File: src/rtl/rfa_pkg.sv
package rfa_pkg;

  typedef enum logic [1:0] {
    ST_IDLE  = 2'd0,
    ST_FETCH = 2'd1,
    ST_PUT   = 2'd2
  } walk_state_t;

  // recovery cycles to wait after an operation, beyond the issue cycle
  function automatic int unsigned recov_count(input logic is_wr,
                                              input int unsigned rd_cyc,
                                              input int unsigned wr_cyc);
    return (is_wr ? wr_cyc : rd_cyc) - 1;
  endfunction

  // next refresh location with wrap at an arbitrary depth
  function automatic int unsigned next_loc(input int unsigned loc,
                                           input int unsigned depth);
    return (loc + 1 >= depth) ? 0 : loc + 1;
  endfunction

endpackage

File: src/rtl/rfa_pacer.sv
module rfa_pacer #(
  parameter int IW         = 8,
  parameter int LATE_LIMIT = 8
) (
  input  logic          clk,
  input  logic          rst_n,
  input  logic [IW-1:0] interval,
  input  logic          consume,
  output logic          pending,
  output logic          urgent
);
  localparam int LW = $clog2(LATE_LIMIT + 1) > 0 ? $clog2(LATE_LIMIT + 1) : 1;

  logic [IW-1:0] tick_q;
  logic [LW-1:0] age_q;
  logic          pend_q;
  logic          tick_hit;

  assign tick_hit = (tick_q >= interval);

  always_ff @(posedge clk or negedge rst_n) begin
    if (!rst_n) begin
      tick_q <= '0;
      pend_q <= 1'b0;
    end else begin
      tick_q <= tick_hit ? '0 : tick_q + 1'b1;
      if (tick_hit)     pend_q <= 1'b1;
      else if (consume) pend_q <= 1'b0;
    end
  end

  always_ff @(posedge clk or negedge rst_n) begin
    if (!rst_n) begin
      age_q <= '0;
    end else if (!pend_q || consume) begin
      age_q <= '0;
    end else if (age_q != LW'(LATE_LIMIT)) begin
      age_q <= age_q + 1'b1;
    end
  end

  assign pending = pend_q;
  assign urgent  = pend_q && (age_q == LW'(LATE_LIMIT));

endmodule

File: src/rtl/rfa_recovery.sv
module rfa_recovery #(
  parameter int RD_CYC = 2,
  parameter int WR_CYC = 3
) (
  input  logic clk,
  input  logic rst_n,
  input  logic op_fire,
  input  logic op_is_wr,
  output logic free
);
  localparam int MAXC = (RD_CYC > WR_CYC) ? RD_CYC : WR_CYC;
  localparam int CW   = $clog2(MAXC + 1);

  logic [CW-1:0] cnt_q;

  always_ff @(posedge clk or negedge rst_n) begin
    if (!rst_n)              cnt_q <= '0;
    else if (op_fire)        cnt_q <= CW'(rfa_pkg::recov_count(op_is_wr, RD_CYC, WR_CYC));
    else if (cnt_q != '0)    cnt_q <= cnt_q - 1'b1;
  end

  assign free = (cnt_q == '0);

endmodule

File: src/rtl/refresh_arbiter.sv
module refresh_arbiter #(
  parameter int DEPTH      = 16,
  parameter int DW         = 16,
  parameter int IW         = 8,
  parameter int LATE_LIMIT = 8,
  parameter int RD_CYC     = 2,
  parameter int WR_CYC     = 3,
  localparam int AW        = $clog2(DEPTH)
) (
  input  logic          clk,
  input  logic          rst_n,
  input  logic [IW-1:0] rf_interval,
  input  logic          req,
  input  logic          we,
  input  logic [AW-1:0] addr,
  input  logic [DW-1:0] wdata,
  output logic          ready,
  output logic [DW-1:0] rdata,
  output logic          rvalid,
  output logic          mem_en,
  output logic          mem_we,
  output logic [AW-1:0] mem_addr,
  output logic [DW-1:0] mem_wdata,
  input  logic [DW-1:0] mem_rdata
);
  import rfa_pkg::*;

  walk_state_t   state_q;
  logic [AW-1:0] rf_addr_q;
  logic [DW-1:0] hold_q;
  logic [DW-1:0] rdata_q;
  logic          rd_pend_q;
  logic          rvalid_q;

  // named internal events
  logic          pending;
  logic          urgent;
  logic          port_free;
  logic          walk_idle;
  logic          rq_issue;
  logic          rf_rd_issue;
  logic          rf_wr_issue;
  logic [DW-1:0] wb_data;

  rfa_pacer #(.IW(IW), .LATE_LIMIT(LATE_LIMIT)) u_pacer (
    .clk      (clk),
    .rst_n    (rst_n),
    .interval (rf_interval),
    .consume  (rf_rd_issue),
    .pending  (pending),
    .urgent   (urgent)
  );

  rfa_recovery #(.RD_CYC(RD_CYC), .WR_CYC(WR_CYC)) u_recov (
    .clk      (clk),
    .rst_n    (rst_n),
    .op_fire  (mem_en),
    .op_is_wr (mem_we),
    .free     (port_free)
  );

  assign walk_idle   = (state_q == ST_IDLE);
  assign ready       = walk_idle && port_free && !urgent;
  assign rq_issue    = req && ready;
  assign rf_rd_issue = walk_idle && port_free && pending && (urgent || !req);
  assign rf_wr_issue = !walk_idle && port_free;
  assign wb_data     = (state_q == ST_FETCH) ? mem_rdata : hold_q;

  assign mem_en    = rq_issue || rf_rd_issue || rf_wr_issue;
  assign mem_we    = rq_issue ? we    : rf_wr_issue;
  assign mem_addr  = rq_issue ? addr  : rf_addr_q;
  assign mem_wdata = rq_issue ? wdata : wb_data;

  always_ff @(posedge clk or negedge rst_n) begin
    if (!rst_n) begin
      state_q   <= ST_IDLE;
      rf_addr_q <= '0;
      hold_q    <= '0;
    end else begin
      unique case (state_q)
        ST_IDLE: begin
          if (rf_rd_issue) state_q <= ST_FETCH;
        end
        ST_FETCH: begin
          hold_q  <= mem_rdata;
          state_q <= port_free ? ST_IDLE : ST_PUT;
        end
        ST_PUT: begin
          if (port_free) state_q <= ST_IDLE;
        end
        default: state_q <= ST_IDLE;
      endcase
      if (rf_wr_issue)
        rf_addr_q <= AW'(next_loc(int'(rf_addr_q), DEPTH));
    end
  end

  always_ff @(posedge clk or negedge rst_n) begin
    if (!rst_n) begin
      rd_pend_q <= 1'b0;
      rvalid_q  <= 1'b0;
      rdata_q   <= '0;
    end else begin
      rd_pend_q <= rq_issue && !we;
      rvalid_q  <= rd_pend_q;
      if (rd_pend_q) rdata_q <= mem_rdata;
    end
  end

  assign rdata  = rdata_q;
  assign rvalid = rvalid_q;

endmodule

File: config.mk
export PLATFORM = sky130hd
export DESIGN_NAME = refresh_arbiter
export DESIGN_NICKNAME = d
export VERILOG_FILES = /design/src/rtl/rfa_pkg.sv /design/src/rtl/rfa_pacer.sv /design/src/rtl/rfa_recovery.sv /design/src/rtl/refresh_arbiter.sv
export SDC_FILE = /design/constraint.sdc
export NUM_CORES = 1
export LEC_CHECK = 0
export BUFFER_PORTS_ARGS = -buffer_cell sky130_fd_sc_hd__buf_2
export CAP_MARGIN = 40
export CELL_PAD_IN_SITES_DETAIL_PLACEMENT = 1
export CELL_PAD_IN_SITES_GLOBAL_PLACEMENT = 2
export CORE_UTILIZATION = 30
export CTS_CLUSTER_DIAMETER = 60
export DETAILED_ROUTE_END_ITERATION = 8
export GPL_TIMING_DRIVEN = 0
export PLACE_DENSITY_LB_ADDON = 0.2
export SKIP_LAST_GASP = 1
export SLEW_MARGIN = 25
export SYNTH_ARGS = -nofsm -noshare
export SYNTH_HDL_FRONTEND = slang
export SYNTH_SLANG_ARGS = --single-unit
File: constraint.sdc
create_clock -name clk -period 2 [get_ports clk]
set_clock_uncertainty 0.1 [all_clocks]
set_input_delay 0.5 -clock clk [delete_from_list [all_inputs] [get_ports clk]]
set_output_delay 0.5 -clock clk [all_outputs]
set_load 0.02 [all_outputs]
Yosys cells after proc, flatten, opt, wreduce, memory -nomap -nowiden
Cells that the tools add are included.
{"block": "op_classes", "n_addsub": 5, "n_lt_le_gt_ge": 2, "n_eq_ne": 6, "mux": 17, "reduce_logical": 24}
{"cell": "16-bit two-way mux", "n": 2}
{"cell": "4-bit two-way mux", "n": 4}
{"cell": "2-bit two-way mux", "n": 5}
{"cell": "8-bit by 1-bit adder with 8-bit output, second input constant", "n": 1}
{"cell": "8-bit >= comparator", "n": 1}
{"cell": "1-bit logical AND", "n": 8}
{"cell": "8-bit two-way mux", "n": 1}
{"cell": "2-bit nonzero test", "n": 4}
{"cell": "2-bit case mux with 3 select lines", "n": 1}
{"cell": "4-bit by 1-bit adder with 5-bit output, second input constant", "n": 1}
{"cell": "5-bit >= comparator, second input constant", "n": 1}
{"cell": "1-bit zero test", "n": 5}
{"cell": "4-bit by 1-bit adder with 4-bit output, second input constant", "n": 1}
{"cell": "4-bit == test, second input constant", "n": 1}
{"cell": "2-bit zero test", "n": 2}
{"cell": "1-bit logical OR", "n": 4}
{"cell": "1-bit two-way mux", "n": 4}
{"cell": "4-bit != test, second input constant", "n": 1}
{"cell": "2-bit by 1-bit subtractor with 2-bit output, second input constant", "n": 2}
{"cell": "2-bit by 1-bit == test with 1-bit output, second input constant", "n": 1}
{"cell": "2-bit == test, second input constant", "n": 1}
{"cell": "2-bit by 1-bit != test with 1-bit output, second input constant", "n": 1}
{"cell": "2-bit != test, second input constant", "n": 1}
{"cell": "2-bit AND reduction", "n": 1}
{"block": "word_totals", "register_bits": 55, "input_bits": 48, "elab_cells": 64}

Longest topological paths before layout
{"block": "depth", "depth_word": 9, "ltp_mapped": 6, "mapped_depth_nobuf": 6}

By module
A second synthesis with hierarchy kept.
{"block": "hier_totals", "hier_cells": 219, "area_unflattened_um2": 2783.9}
{"mod": "refresh_arbiter", "n_inst": 1, "cells_each": 126, "area_each_um2": 1885.6, "seq_area_each_um2": 1001.0}
{"mod": "rfa_pacer", "n_inst": 1, "cells_each": 85, "area_each_um2": 815.8, "seq_area_each_um2": 325.3}
{"mod": "rfa_recovery", "n_inst": 1, "cells_each": 8, "area_each_um2": 82.6, "seq_area_each_um2": 50.0}

Worst setup path after synthesis
OpenSTA, ideal clock, no wires.
{"block": "synth_path", "path_kind": "register to output", "from": "register state_q[0]", "to": "output port mem_wdata[10]", "t_arrival_ns": 1.466, "required_ns": 1.400, "slack_ns": -0.066, "stages_incl_launch_ff": 6, "n_path_buf": 2, "cell_sequence": "dfrtp_1 -> nor2b_1 -> buf_6 -> buf_12 -> mux2_4 -> mux2_4"}
{"block": "synth_between", "word_cells_on_any_way": 7, "classes_between": "1 x eq/ne; 2 x mux; 4 x reduce/logical"}
{"element": "from (decl)", "line": "refresh_arbiter.sv:28", "source": "walk_state_t state_q;"}
{"element": "from (signal assigned)", "line": "refresh_arbiter.sv:86", "source": "state_q <= port_free ? ST_IDLE : ST_PUT;"}
{"element": "2-bit by 1-bit == test with 1-bit output", "line": "refresh_arbiter.sv:67", "source": "assign wb_data = (state_q == ST_FETCH) ? mem_rdata : hold_q;"}
{"element": "16-bit two-way mux"}
{"element": "named net wb_data[10]", "line": "refresh_arbiter.sv:43", "source": "logic [DW-1:0] wb_data;"}
{"element": "16-bit two-way mux", "line": "refresh_arbiter.sv:72", "source": "assign mem_wdata = rq_issue ? wdata : wb_data;"}
{"element": "to (decl)", "line": "refresh_arbiter.sv:23", "source": "output logic [DW-1:0] mem_wdata,"}
The timed path passes the listed nets, and every way through them passes these cells.

Worst setup path after layout
{"block": "layout_path", "from": "register state_q[1]", "to": "output port mem_wdata[8]"}
Same word-level chain as after synthesis.

==> flow_results.org <==
** Cells and area
- Final Util :: about 43%
- The post-route netlist has 58.1% of its cells at a drive strength greater than 1.
- Syn-to-layout area delta :: 34.7%
- Leaving out filler cells and counting taps, the final layout contains 430.
- Diode count :: 0
- Post-layout net count :: 381

** CTS
- For the worst-skew pair, the clock arrives at the later sink with an insertion delay of ~0.31 ns.
- Clock tree synthesis found a total of 55 sinks.
- Total CTS buffers :: 5
- Clock root cell :: sky130_fd_sc_hd__clkbuf_8
- Clock transition at the registers of the reported paths :: between 0.1 and 0.15 ns
- Max Root-Sink Buffers :: 2
- Clock tree from TritonCTS :: yes
- CTS built an H-tree with a depth of 2.

** Die
- The floorplan has 34 rows.
- Die Outline Area :: 9780 um2
- Effective utilization at floorplan :: 31.7%
- For this design the top-level I/O count stands at 88.
- Placeable core area :: 8890 um2
- Y dimension of the die :: approximately 99 um
- The die is about 99 um wide.

** Worst setup path
- Class of the most critical setup path :: register to primary output
- In this run the register-to-register setup slack is roughly 0.14 ns.
- Data arrives at the worst endpoint at 1.92 ns.
- Critical path peak fanout :: 6
- STA classifies the critical path endpoint as a primary output.
- Data on the critical path is required at its endpoint by about 1.4 ns.
- The worst setup path is launched from a register.

** Logic synthesis
- Distinct cells, synth :: 37
- Top area cells in the synthesized netlist :: sky130_fd_sc_hd__dfrtp_1 (49%), sky130_fd_sc_hd__mux2_4 (15%), sky130_fd_sc_hd__mux2_2 (10%)
- Fraction of registers with async set or reset after synthesis :: 100%
- Counting flops with a built-in enable in the synthesized netlist gives 0.
- Cell with the most instances after synthesis :: sky130_fd_sc_hd__dfrtp_1
- Area share of the largest cell type after synthesis :: around 49%
- In this run, synthesis produced a sequential element count of 55.
- The cell count after synthesis came out at 211.
- In the synthesized netlist the dominant register cell turns out to be sky130_fd_sc_hd__dfrtp_1.
- Top cells by instance count after synthesis :: sky130_fd_sc_hd__dfrtp_1 (55), sky130_fd_sc_hd__mux2_4 (29), sky130_fd_sc_hd__mux2_2 (25)
- Syn Nets :: 271
- Of all cell types, the one taking the most synthesized area is sky130_fd_sc_hd__dfrtp_1.
- A synthesized cell averages 13.4 um2.
- Fraction of the yosys area taken by sequential cells :: 48.8%
- After synthesis the cells add up to 2820 um2.
- Number of warnings printed during yosys synthesis :: 0

** Pwr
- Ratio of total power to cell area :: approximately 1600 nW/um2
- Worst supply voltage drop on vdd :: 528 uV
- Post-layout power :: between 6 and 7 mW
- Leakage :: 1.89 nW

** GRT
- The initial antenna violation count is 0.
- Maximum number of pins on one net before global-route repair :: 56
- Global routing finished with a remaining overflow of 0.
- Global-route usage over all layers :: 12.9%
- The first global-routing pass estimated 10000 um of wire.
- Via count of the first global-routing pass :: ~2000

** Timing
- The routed design could run at a clock period as short as 2.52 ns.
- The number of max-slew violations in the final report was 0.
- In the post-route analysis, the smallest setup slack over all paths is -0.521 ns.
- Maximum operating frequency :: 0.397 GHz
- For the pin with the worst max-slew slack, the measured transition is 0.709 ns.
- Setup violations remaining at the end of the flow were counted as 23.
- Final Cycle Share :: 126%
- Measured against its own limit, the worst slew margin works out to 52.7%.
- RSZ-0062 raised after global routing :: yes
- The number of hold violations in the final report is 0.

** Outcome
- Outcome :: finished with violations
- Violations in the final reports :: negative setup slack

** Min path
- Min-delay worst type :: input port to asynchronous set/reset pin

** Routing
- Routed Wire Length :: 6310 um
- Post-DR wirelength/cell :: 14.7 um
- Remaining antenna violation count after routing :: 0
- Post-route DRC :: 0
- Dividing the detail-routed via count by the number of cells gives 4.72.
- The first TritonRoute pass finished after 4 iterations.
- Number of design-rule violations left by the first detailed-router iteration :: 32
- For this block, the via count after detailed routing is 2030.

** Flow run
- Total of max-cap violations :: 0

** Place
- Buffers on Ports :: 87
- DP Worst Slack :: -0.326 ns
- Global placer's final weighted congestion :: ~0.72
- Counting tap cells, the placed design contains a total of slightly above 400 instances.
- Total half-perimeter wirelength after legalization and detailed placement :: 4400 um
## sequential cells by signal, summed over array words and instances (netlist names)
name,count
rf_addr_q,4
rd_pend_q,1
rvalid,1
hold_q,16
u_pacer.age_q,4
u_pacer.tick_q,8
state_q,2
rdata,16
u_pacer.pending,1
u_recov.cnt_q,2
## final cells by class
class	count	area, um2
multi-input cells	138	1410
flip-flops and latches	55	1380
fillers	973	5090
clock inverters	3	22.5
inverters	11	41.3
clock buffers	5	68.8
repair buffers	103	654
plain buffers	7	82.6
well taps	108	135
## where the power goes
part           leakage (nW)  switching (mW)  internal (mW)
logic                  1.17            1.72           1.95
registers             0.676           0.327           1.62
clock network        0.0485           0.375          0.252
total                  1.89            2.43           3.82
## layer usage
metal / vias to the layer above / wire length [um] / GRT usage [%]
li1: 968 / - / -
met1: 1005 / 2980 / 17.7
met2: 52 / 3020 / 20.4
met3: 5 / 266 / 2.91
met4: 0 / 50 / 3.79
met5: - / 0 / 0
## worst max-delay path, cell delays in order (launching register included)
cell	delay [ns]
sky130_fd_sc_hd__dfrtp_2	0.47
sky130_fd_sc_hd__nor2b_4	0.13
sky130_fd_sc_hd__buf_6	0.15
sky130_fd_sc_hd__clkbuf_16	0.16
sky130_fd_sc_hd__mux2_4	0.31
sky130_fd_sc_hd__mux2_4	0.26
sky130_fd_sc_hd__buf_6	0.13
## cells in the final DEF, fill, tap and decap left out, drive strengths merged, types with 3 or more instances in the layout
cell,synthesis,layout
nand2,5,5
ha,12,12
xnor2,4,4
mux2,54,54
buf,6,108
nand3,8,8
and3,3,3
nand2b,4,4
nor4,3,3
a21oi,10,10
dfrtp,55,55
clkbuf,2,7
nor2,8,8
xor2,6,6
inv,11,12
## kinds of logic after synthesis
group,Yosys count,share of synthesized area [%]
AO/OA/AOI/OAI,24,5.82
flip-flops,55,48.8
buffers and inverters,19,3.91
multiplexers,54,25.4
XOR/XNOR,10,3.11
adder cells (fa/ha/maj),12,5.33
AND/OR/NAND/NOR,37,7.55
## metrics by stage
stage          area (um2)  hold slack (ns)  TNS, ns
3_3_place_gp         3400            0.257    -7.11
4_1_cts              3610            0.149   -11.70
2_1_floorplan        2830            0.104   -0.766
3_5_place_dp         3400            0.259    -7.27
5_1_grt              3800            0.166   -12.24
6_report             3800            0.118   -10.42
## what timing repair did
item / CTS / global route
pin swaps: 4 / 6
endpoints found under the setup margin: 25 / 31
gates resized for setup: 19 / 24
hold endpoints to repair: 0 / 0
buffers inserted: 7 / 8
cloned: 0 / 2
hold buffers: 0 / 0
## final timing paths
path                                   startpoint                 to  depth (start not counted)
worst max-delay path                   state_q[1]       mem_wdata[8]                          6
worst min-delay path                        rst_n           rdata[6]                          1
worst max register to register  u_pacer.tick_q[0]  u_pacer.tick_q[0]                          6
worst min register to register          rd_pend_q             rvalid                          0
max in group asynchronous                   rst_n  u_pacer.tick_q[0]                          1
min in group clk                               we          rd_pend_q                          2
Power figures use the tool's default switching activity.
